## src/rtl/pwb_pkg.sv

```systemverilog
package pwb_pkg;

    typedef enum logic [1:0] {
        PW_IDLE = 2'd0,
        PW_FILL = 2'd1,
        PW_PROG = 2'd2
    } pw_state_e;

    typedef struct packed {
        logic       vld;
        logic       prot;
        logic [7:0] data;
    } pw_slot_t;

    function automatic logic commit_ok(input logic aligned, input logic have_bytes);
        return aligned & have_bytes;
    endfunction

    function automatic logic slot_writes(input pw_slot_t s);
        return s.vld & ~s.prot;
    endfunction

endpackage

```

## src/rtl/pwb_addr_ctr.sv

```systemverilog
module pwb_addr_ctr #(
    parameter int AW  = 16,
    parameter int SAW = 7
) (
    input  logic          clk,
    input  logic          rst,
    input  logic          load_i,
    input  logic [AW-1:0] load_addr_i,
    input  logic          step_i,
    output logic [AW-1:0] addr_o
);
    logic [AW-1:0] addr_q;

    always_ff @(posedge clk) begin
        if (rst) begin
            addr_q <= '0;
        end else if (load_i) begin
            addr_q <= load_addr_i;
        end else if (step_i) begin
            addr_q <= {addr_q[AW-1:SAW], addr_q[SAW-1:0] + SAW'(1)};
        end
    end

    assign addr_o = addr_q;
endmodule

```

## src/rtl/pwb_page_buf.sv

```systemverilog
module pwb_page_buf
    import pwb_pkg::*;
#(
    parameter int PAGE_BYTES = 128,
    parameter int SAW        = $clog2(PAGE_BYTES)
) (
    input  logic           clk,
    input  logic           rst,
    input  logic           clr_i,
    input  logic           we_i,
    input  logic [SAW-1:0] waddr_i,
    input  pw_slot_t       wentry_i,
    input  logic [SAW-1:0] raddr_i,
    output pw_slot_t       rentry_o,
    output logic           any_o
);
    pw_slot_t slots [PAGE_BYTES];
    logic     any_q;

    for (genvar g = 0; g < PAGE_BYTES; g++) begin : g_slot
        always_ff @(posedge clk) begin
            if (rst || clr_i) begin
                slots[g] <= '0;
            end else if (we_i && (waddr_i == SAW'(g))) begin
                slots[g] <= wentry_i;
            end
        end
    end

    always_ff @(posedge clk) begin
        if (rst || clr_i) begin
            any_q <= 1'b0;
        end else if (we_i) begin
            any_q <= 1'b1;
        end
    end

    assign rentry_o = slots[raddr_i];
    assign any_o    = any_q;
endmodule

```

## src/rtl/pwb_cycle_timer.sv

```systemverilog
module pwb_cycle_timer #(
    parameter int TWC_CYC = 200,
    parameter int TW      = $clog2(TWC_CYC + 1)
) (
    input  logic clk,
    input  logic rst,
    input  logic load_i,
    input  logic run_i,
    output logic expire_o
);
    logic [TW-1:0] cnt_q;

    always_ff @(posedge clk) begin
        if (rst) begin
            cnt_q <= '0;
        end else if (load_i) begin
            cnt_q <= TW'(TWC_CYC - 1);
        end else if (run_i && (cnt_q != '0)) begin
            cnt_q <= cnt_q - TW'(1);
        end
    end

    assign expire_o = (cnt_q == '0);
endmodule

```

## src/rtl/pwb_page_writer.sv

```systemverilog
module pwb_page_writer
    import pwb_pkg::*;
#(
    parameter int AW         = 16,
    parameter int PAGE_BYTES = 128,
    parameter int TWC_CYC    = 200
) (
    input  logic          clk,
    input  logic          rst,
    input  logic          start_i,
    input  logic [AW-1:0] start_addr_i,
    input  logic          wel_i,
    input  logic          byte_vld_i,
    input  logic [7:0]    byte_i,
    input  logic          byte_prot_i,
    input  logic          cs_rise_i,
    input  logic          bit_aligned_i,
    output logic [AW-1:0] next_addr_o,
    output logic          busy_o,
    output logic          done_o,
    output logic          mem_we_o,
    output logic [AW-1:0] mem_addr_o,
    output logic [7:0]    mem_wdata_o
);
    localparam int SAW = $clog2(PAGE_BYTES);

    pw_state_e      st_q, st_d;
    logic [AW-1:0]  addr_q;
    logic           addr_load, fill_byte, commit;
    logic           buf_any, tmr_expire;
    logic [SAW:0]   scan_q;
    pw_slot_t       wentry, rentry;

    assign addr_load = (st_q == PW_IDLE) && start_i && wel_i;
    assign fill_byte = (st_q == PW_FILL) && byte_vld_i;
    assign commit    = (st_q == PW_FILL) && cs_rise_i &&
                       commit_ok(bit_aligned_i, buf_any | byte_vld_i);

    assign wentry = '{vld: 1'b1, prot: byte_prot_i, data: byte_i};

    pwb_addr_ctr #(.AW(AW), .SAW(SAW)) u_addr (
        .clk         (clk),
        .rst         (rst),
        .load_i      (addr_load),
        .load_addr_i (start_addr_i),
        .step_i      (fill_byte),
        .addr_o      (addr_q)
    );

    pwb_page_buf #(.PAGE_BYTES(PAGE_BYTES), .SAW(SAW)) u_buf (
        .clk      (clk),
        .rst      (rst),
        .clr_i    (addr_load),
        .we_i     (fill_byte),
        .waddr_i  (addr_q[SAW-1:0]),
        .wentry_i (wentry),
        .raddr_i  (scan_q[SAW-1:0]),
        .rentry_o (rentry),
        .any_o    (buf_any)
    );

    pwb_cycle_timer #(.TWC_CYC(TWC_CYC)) u_tmr (
        .clk      (clk),
        .rst      (rst),
        .load_i   (commit),
        .run_i    (st_q == PW_PROG),
        .expire_o (tmr_expire)
    );

    always_comb begin
        st_d = st_q;
        unique case (st_q)
            PW_IDLE: if (addr_load) st_d = PW_FILL;
            PW_FILL: if (cs_rise_i) st_d = commit ? PW_PROG : PW_IDLE;
            PW_PROG: if (tmr_expire) st_d = PW_IDLE;
            default: st_d = PW_IDLE;
        endcase
    end

    always_ff @(posedge clk) begin
        if (rst) begin
            st_q <= PW_IDLE;
        end else begin
            st_q <= st_d;
        end
    end

    always_ff @(posedge clk) begin
        if (rst) begin
            scan_q <= '0;
        end else if (commit) begin
            scan_q <= '0;
        end else if ((st_q == PW_PROG) && !scan_q[SAW]) begin
            scan_q <= scan_q + (SAW+1)'(1);
        end
    end

    assign next_addr_o = addr_q;
    assign busy_o      = (st_q == PW_PROG);
    assign done_o      = (st_q == PW_PROG) && tmr_expire;
    assign mem_we_o    = (st_q == PW_PROG) && !scan_q[SAW] && slot_writes(rentry);
    assign mem_addr_o  = {addr_q[AW-1:SAW], scan_q[SAW-1:0]};
    assign mem_wdata_o = rentry.data;
endmodule

```

## config.mk

```make
export PLATFORM = sky130hd
export DESIGN_NAME = pwb_page_writer
export DESIGN_NICKNAME = d
export VERILOG_FILES = /design/src/rtl/pwb_pkg.sv /design/src/rtl/pwb_addr_ctr.sv /design/src/rtl/pwb_page_buf.sv /design/src/rtl/pwb_cycle_timer.sv /design/src/rtl/pwb_page_writer.sv
export SDC_FILE = /design/constraint.sdc
export NUM_CORES = 2
export LEC_CHECK = 0
export BUFFER_PORTS_ARGS = -buffer_cell sky130_fd_sc_hd__buf_4
export CAP_MARGIN = 10
export CORE_ASPECT_RATIO = 1.4
export CORE_UTILIZATION = 45
export DETAILED_ROUTE_END_ITERATION = 8
export PLACE_DENSITY = 0.66
export SYNTH_ARGS = -nofsm -noshare
export SYNTH_HDL_FRONTEND = slang
export SYNTH_SLANG_ARGS = --single-unit
```

## constraint.sdc

```tcl
create_clock -name clk -period 3.5 [get_ports clk]
set_input_delay 0.175 -clock clk [delete_from_list [all_inputs] [get_ports clk]]
set_output_delay 0.175 -clock clk [all_outputs]
set_load 0.03 [all_outputs]
```

Word level (Yosys, flattened, before mapping) --
Memories as Yosys holds them, arrays and structs flattened. A register that Yosys moved wholly into a read port is not among the register bits. Index checks and enable logic that the tools add are counted.
Operators by class: add/subtract/negate cells 3, eq/ne operators 132, muxes and demuxes 525, reduce and logical (&&, ||, !) cells 147, bitwise logic cells 132
Operators by type and width (number):
- $mux 10 | 128
- $eq 7x7->1 const B | 64
- $mux 1 | 386
- $eq 7x6->1 const B | 32
- $logic_and 1x1->1 | 137
- $or 1x1->1 | 129
- $eq 7x5->1 const B | 16
- $eq 7x4->1 const B | 8
- $eq 7x3->1 const B | 4
- $mux 7 | 3
- $mux 16 | 1
- $mux 8 | 2
- $eq 7x2->1 const B | 2
- $add 8x1->8 const B | 1
- $logic_not 8->1 | 1
- $mux 2 | 4
- $reduce_bool 8->1 | 1
- $sub 8x1->8 const B | 1
- $add 7x1->7 const B | 1
- $eq 7x1->1 const B | 1
- $logic_not 7->1 | 1
- $pmux 2 s3 | 1
- $ne 2x2->1 const B | 2
- $reduce_bool 2->1 | 2
- other kinds (10) | 11
Storage, ports and cells: RAM bits 1280, word-level logic and storage cells 947, flip-flop bits (word level) 35, input port bits 32, output and inout bits 43, memories kept 1
Memories:
- u_buf.slots | words 128, width 10, rd ports 1, clocked after memory_dff 1, write ports 128, RTL line pwb_page_buf.sv:17 | pw_slot_t slots [PAGE_BYTES];

Depth between registers and ports, before layout --
depth in word-level cells 7, gate-level depth with buffers 12, gate-level depth less buffers 7

Hierarchy --
Synthesis repeated with hierarchy kept, for this count alone.
Second synthesis, totals: cell total of the unflattened synthesis 3901, area, all modules 60754.5 sq um
Modules (own cells, without submodules):
- pwb_page_buf | instances 1, area each 58990.3 sq um, seq. area each 38456.9 sq um, cells each 3700
- pwb_addr_ctr | instances 1, area each 675.6 sq um, seq. area each 320.3 sq um, cells each 71
- pwb_page_writer | instances 1, area each 618.1 sq um, seq. area each 200.2 sq um, cells each 74
- pwb_cycle_timer | instances 1, area each 470.5 sq um, seq. area each 160.2 sq um, cells each 56

Worst setup path after synthesis --
Ideal clock, no wire load.
kind register to register, start point register u_addr.addr_q[0], in the netlist u_addr.addr_o[0], end point memory u_buf.slots[47][0] (netlist name), enable pin, setup slack 0.361 ns, arrival time 2.748 ns, setup time 0.391 ns, required time 3.109 ns, path buffers 3, cell stages (with the launch flop) 8, clock period less this slack 3.139 ns, path through dfxtp_1 ha_1 clkbuf_1 nand3_1 or2_2 clkbuf_1 clkbuf_1 o21ai_0
RTL lines:
- start: declaration | RTL line pwb_addr_ctr.sv:12 | logic [AW-1:0] addr_q;
- start signal: assignment | RTL line pwb_addr_ctr.sv:18 | addr_q <= load_addr_i;
- start signal: assignment | RTL line pwb_addr_ctr.sv:20 | addr_q <= {addr_q[AW-1:SAW], addr_q[SAW-1:0] + SAW'(1)};
- end: declaration | RTL line pwb_page_buf.sv:17

==> summary.md <==
| Metric | Value |
|---|---|
| Row count | `157` |
| Worst r2r src | `u_addr.addr_o[0]$_SDFFE_PP0P_` |
| CP Class | `flip-flop to primary output` |
| Net Count, Synth | `3957` |
| Final core utilization | `52.32%` |
| R2r setup slk | `0.23 ns` |
| Pwr Density | `484.9 nW/µm²` |
| Reg-to-reg endpoint | `u_addr.addr_o[6]$_SDFFE_PP0P_` |
| Inserted Clock Buffers | `119` |
| Routability congestion estimate | `0.8552` |
| Core Area | `131000 µm²` |
| Number of synthesized flops with an enable pin | `1279` |
| Fin Hold WS | `0.1001 ns` |
| Clk_skew | `0.04370 ns` |
| Initial Utilization | `45.50%` |
| # port buffers | `74` |
| Minimum clock period | `3.805 ns` |
| Nets | `4184` |
| Most common cell after layout, fill and taps aside | `edfxtp_1` |
| Leak pwr | `24.71 nW` |
| Routed length per placed instance | `27.00 µm` |
| Max frequency | `262.8 MHz` |
| Finished Cell Area | `68550 µm²` |
| Placed cell area | `63390 µm²` |
| CP arrival | `3.63 ns` |
| First-pass DRT Iterations | `9` |
| Ys async rst share | `0%` |
| Die area | `134000 µm²` |
| Clk sinks | `1322` |
| Failing checks | `setup timing` |
| Synth Flop Type | `edfxtp_1` |
| CTS Buffer Depth | `3` |
| Later-pin clock latency in the skew report | `0.76 ns` |
| Final setup margin | `-0.3048 ns` |
| Area delta synth->final | `14.99%` |
| P_sw | `7.289 mW` |
| Largest net degree at the start of global routing | `105` |
| Clock power share | `39.0%` |
| Detail Placement HPWL | `106.5 mm` |
| CTS tree | `done` |
| First-pass GRT wire length | `235.2 mm` |
| Warnings, synthesis | `0` |
| Worst Hold Class | `primary input to flip-flop` |
| Status | `finished with violations` |
| Register area share after synthesis | `65.87%` |
| Post-route antenna net violation count | `0` |
| Worst Max-Slew Pin Slew | `1.198 ns` |
| Initial DRC count | `3597` |
| Max-slew violation count | `0` |
| RSZ-0062 raised after global routing | `yes` |
| FF-to-FF path depth | `8` |
| Grt ovf | `0` |
| Initial antenna violation count | `4` |
| Crit-path max FO | `7` |
| Switching share of total power | `21.93%` |
| VDD IR max | `0.4919 mV` |
| Io pins | `75` |
| Unique cell type count in the Yosys netlist | `63` |
| Worst EP required | `3.32 ns` |
| Chip width | `309.6 µm` |
| Mapped Cells | `3918` |
| Die Ht | `432.7 µm` |
| Share of layout cells above drive strength 1 | `23.22%` |
| Vias after detailed routing | `34030` |
| Final Cycle Share | `108.7%` |
| Crit path launch type | `flip-flop` |
| Slew HR | `20.10%` |
| P_int | `25.95 mW` |
| Placed cells | `5698` |
| DR vias/cell | `5.683` |
| Mapped Area | `59610 µm²` |
| H-Tree Depth | `3` |
| Setup tns final | `-2.489 ns` |
| Maxcap violations | `0` |
| Crit end category | `primary output` |
| Combinational share of power | `5.7%` |
| Drc violations | `0` |
| Commonest cells after routing, fill and taps aside | `edfxtp_1, and2_1, buf_4` |
| Sequential Power Share | `55.3%` |
| Register bit total from synthesis | `1322` |
| Fin cells | `5988` |
| Total wire length | `161.7 mm` |
| Setup crit end | `mem_wdata_o[1]` |
| Syn Area/Cell | `15.22 µm²` |
| Final Hold Viols | `0` |
| CTS root buffer | `clkbuf_16` |
| Final setup viols | `9` |
| GRT Overall Usage | `24.43%` |
| Clock slew at reported path FFs | `0.07 ns` |
| Vias in the first global route | `34200` |
[Yosys cell counts (all sizes together), types with 9 or more instances]
| cell type | instances | area (µm²) |
|---|---|---|
| a21oi | 37 | 185.2 |
| and2 | 1162 | 7269 |
| buf | 107 | 575.6 |
| clkbuf | 216 | 810.8 |
| dfxtp | 43 | 860.8 |
| edfxtp | 1279 | 38410 |
| inv | 30 | 112.6 |
| mux2 | 16 | 180.2 |
| mux2i | 18 | 180.2 |
| mux4 | 312 | 7027 |
| nand2 | 129 | 486.7 |
| nand2b | 46 | 287.8 |
| nand3 | 26 | 130.1 |
| nand4 | 10 | 62.56 |
| nor2 | 163 | 862.1 |
| o21ai | 148 | 740.7 |
| o221ai | 50 | 437.9 |
| o22ai | 9 | 56.30 |
| o32ai | 18 | 157.7 |
[metal layers]
metal  global-route usage, %  vias up  share of wire (%)
met5                       0        -             0.0080
met2                   42.15     1345                 52
met4                   11.42        2                4.7
met3                   3.651      290                6.5
li1                        -    14880                  -
met1                   30.06    17510                 37
[worst min path at each step]
| stage | start | to | slack, ns | cells past startpoint |
|---|---|---|---|---|
| 5_1_grt | byte_i[5] | u_buf.slots[117][5]$_SDFFCE_PN0P_ | 0.10 | 2 |
| 6_report | byte_i[5] | u_buf.slots[123][5]$_SDFFCE_PN0P_ | 0.10 | 2 |
| 3_3_place_gp | start_addr_i[3] | u_addr.addr_o[3]$_SDFFE_PP0P_ | 0.41 | 3 |
| 4_1_cts | byte_i[5] | u_buf.slots[123][5]$_SDFFCE_PN0P_ | 0.06 | 2 |
| 2_1_floorplan | start_addr_i[10] | u_addr.addr_o[10]$_SDFFE_PP0P_ | 0.31 | 2 |
| 3_5_place_dp | start_addr_i[3] | u_addr.addr_o[3]$_SDFFE_PP0P_ | 0.41 | 3 |
[flip-flops by register name, summed over array words and instances, names as in the netlist, named ones only]
register	cells
u_buf.slots	1280
u_addr.addr_o	16
scan_q	8
u_tmr.cnt_q	8
st_q	2
u_buf.any_o	1
[power groups by stage]
stage | logic (mW) | registers, mW | clock network (mW)
5_1_grt | 1.97 | 18.4 | 13.6
4_1_cts | 1.87 | 18.4 | 13.1
3_3_place_gp | 1.79 | 18.7 | 0
6_report | 1.88 | 18.4 | 13.0
2_1_floorplan | 0.967 | 18.6 | 0
3_5_place_dp | 1.81 | 18.7 | 0
[what timing repair did]
action                     in CTS  in global routing
hold endpoints to repair       24                  0
pin swaps                       6                 10
setup buffers                  27                  1
gates cloned                    6                  4
hold buffers                   39                  0
gates resized for setup        69                 47
setup endpoints to repair       9                  9
[critical path: stages (launching register included)]
cell and delay (ns):
dfxtp_4 0.47, buf_12 0.20, buf_8 0.14, buf_12 0.13, mux4_2 0.59, mux4_2 0.48, mux2i_1 0.17, buf_4 0.18
o221ai_4 0.13, and2_4 0.22, buf_6 0.14
[kinds of logic after synthesis]
logic type	after synthesis	share of synthesized area [%]
fa+ha+maj	7	0.1469
buf+inv	354	2.521
flops	1322	65.87
compound gates	298	3.134
mux	346	12.39
simple gates	1578	15.75
xor+xnor	13	0.1910
[area by class of cell]
class | count | area [µm²]
clock inverter | 58 | 554.3
tap | 1749 | 2188
antenna | 1 | 2.502
fill | 10560 | 62470
timing repair buffer | 429 | 4025
inverter | 31 | 116.4
clock buffer | 156 | 3242
sequential | 1322 | 39280
multi-input combinational | 2242 | 19140
[per-stage QoR]
step	power, mW	setup WS (ns)
floorplan	19.60	0.3614
global placement	20.47	-0.07853
detailed placement	20.53	-0.03310
CTS	33.37	-0.4080
global route	34.06	-0.3684
finish	33.24	-0.3048
(Power assumes the default switching activity.)
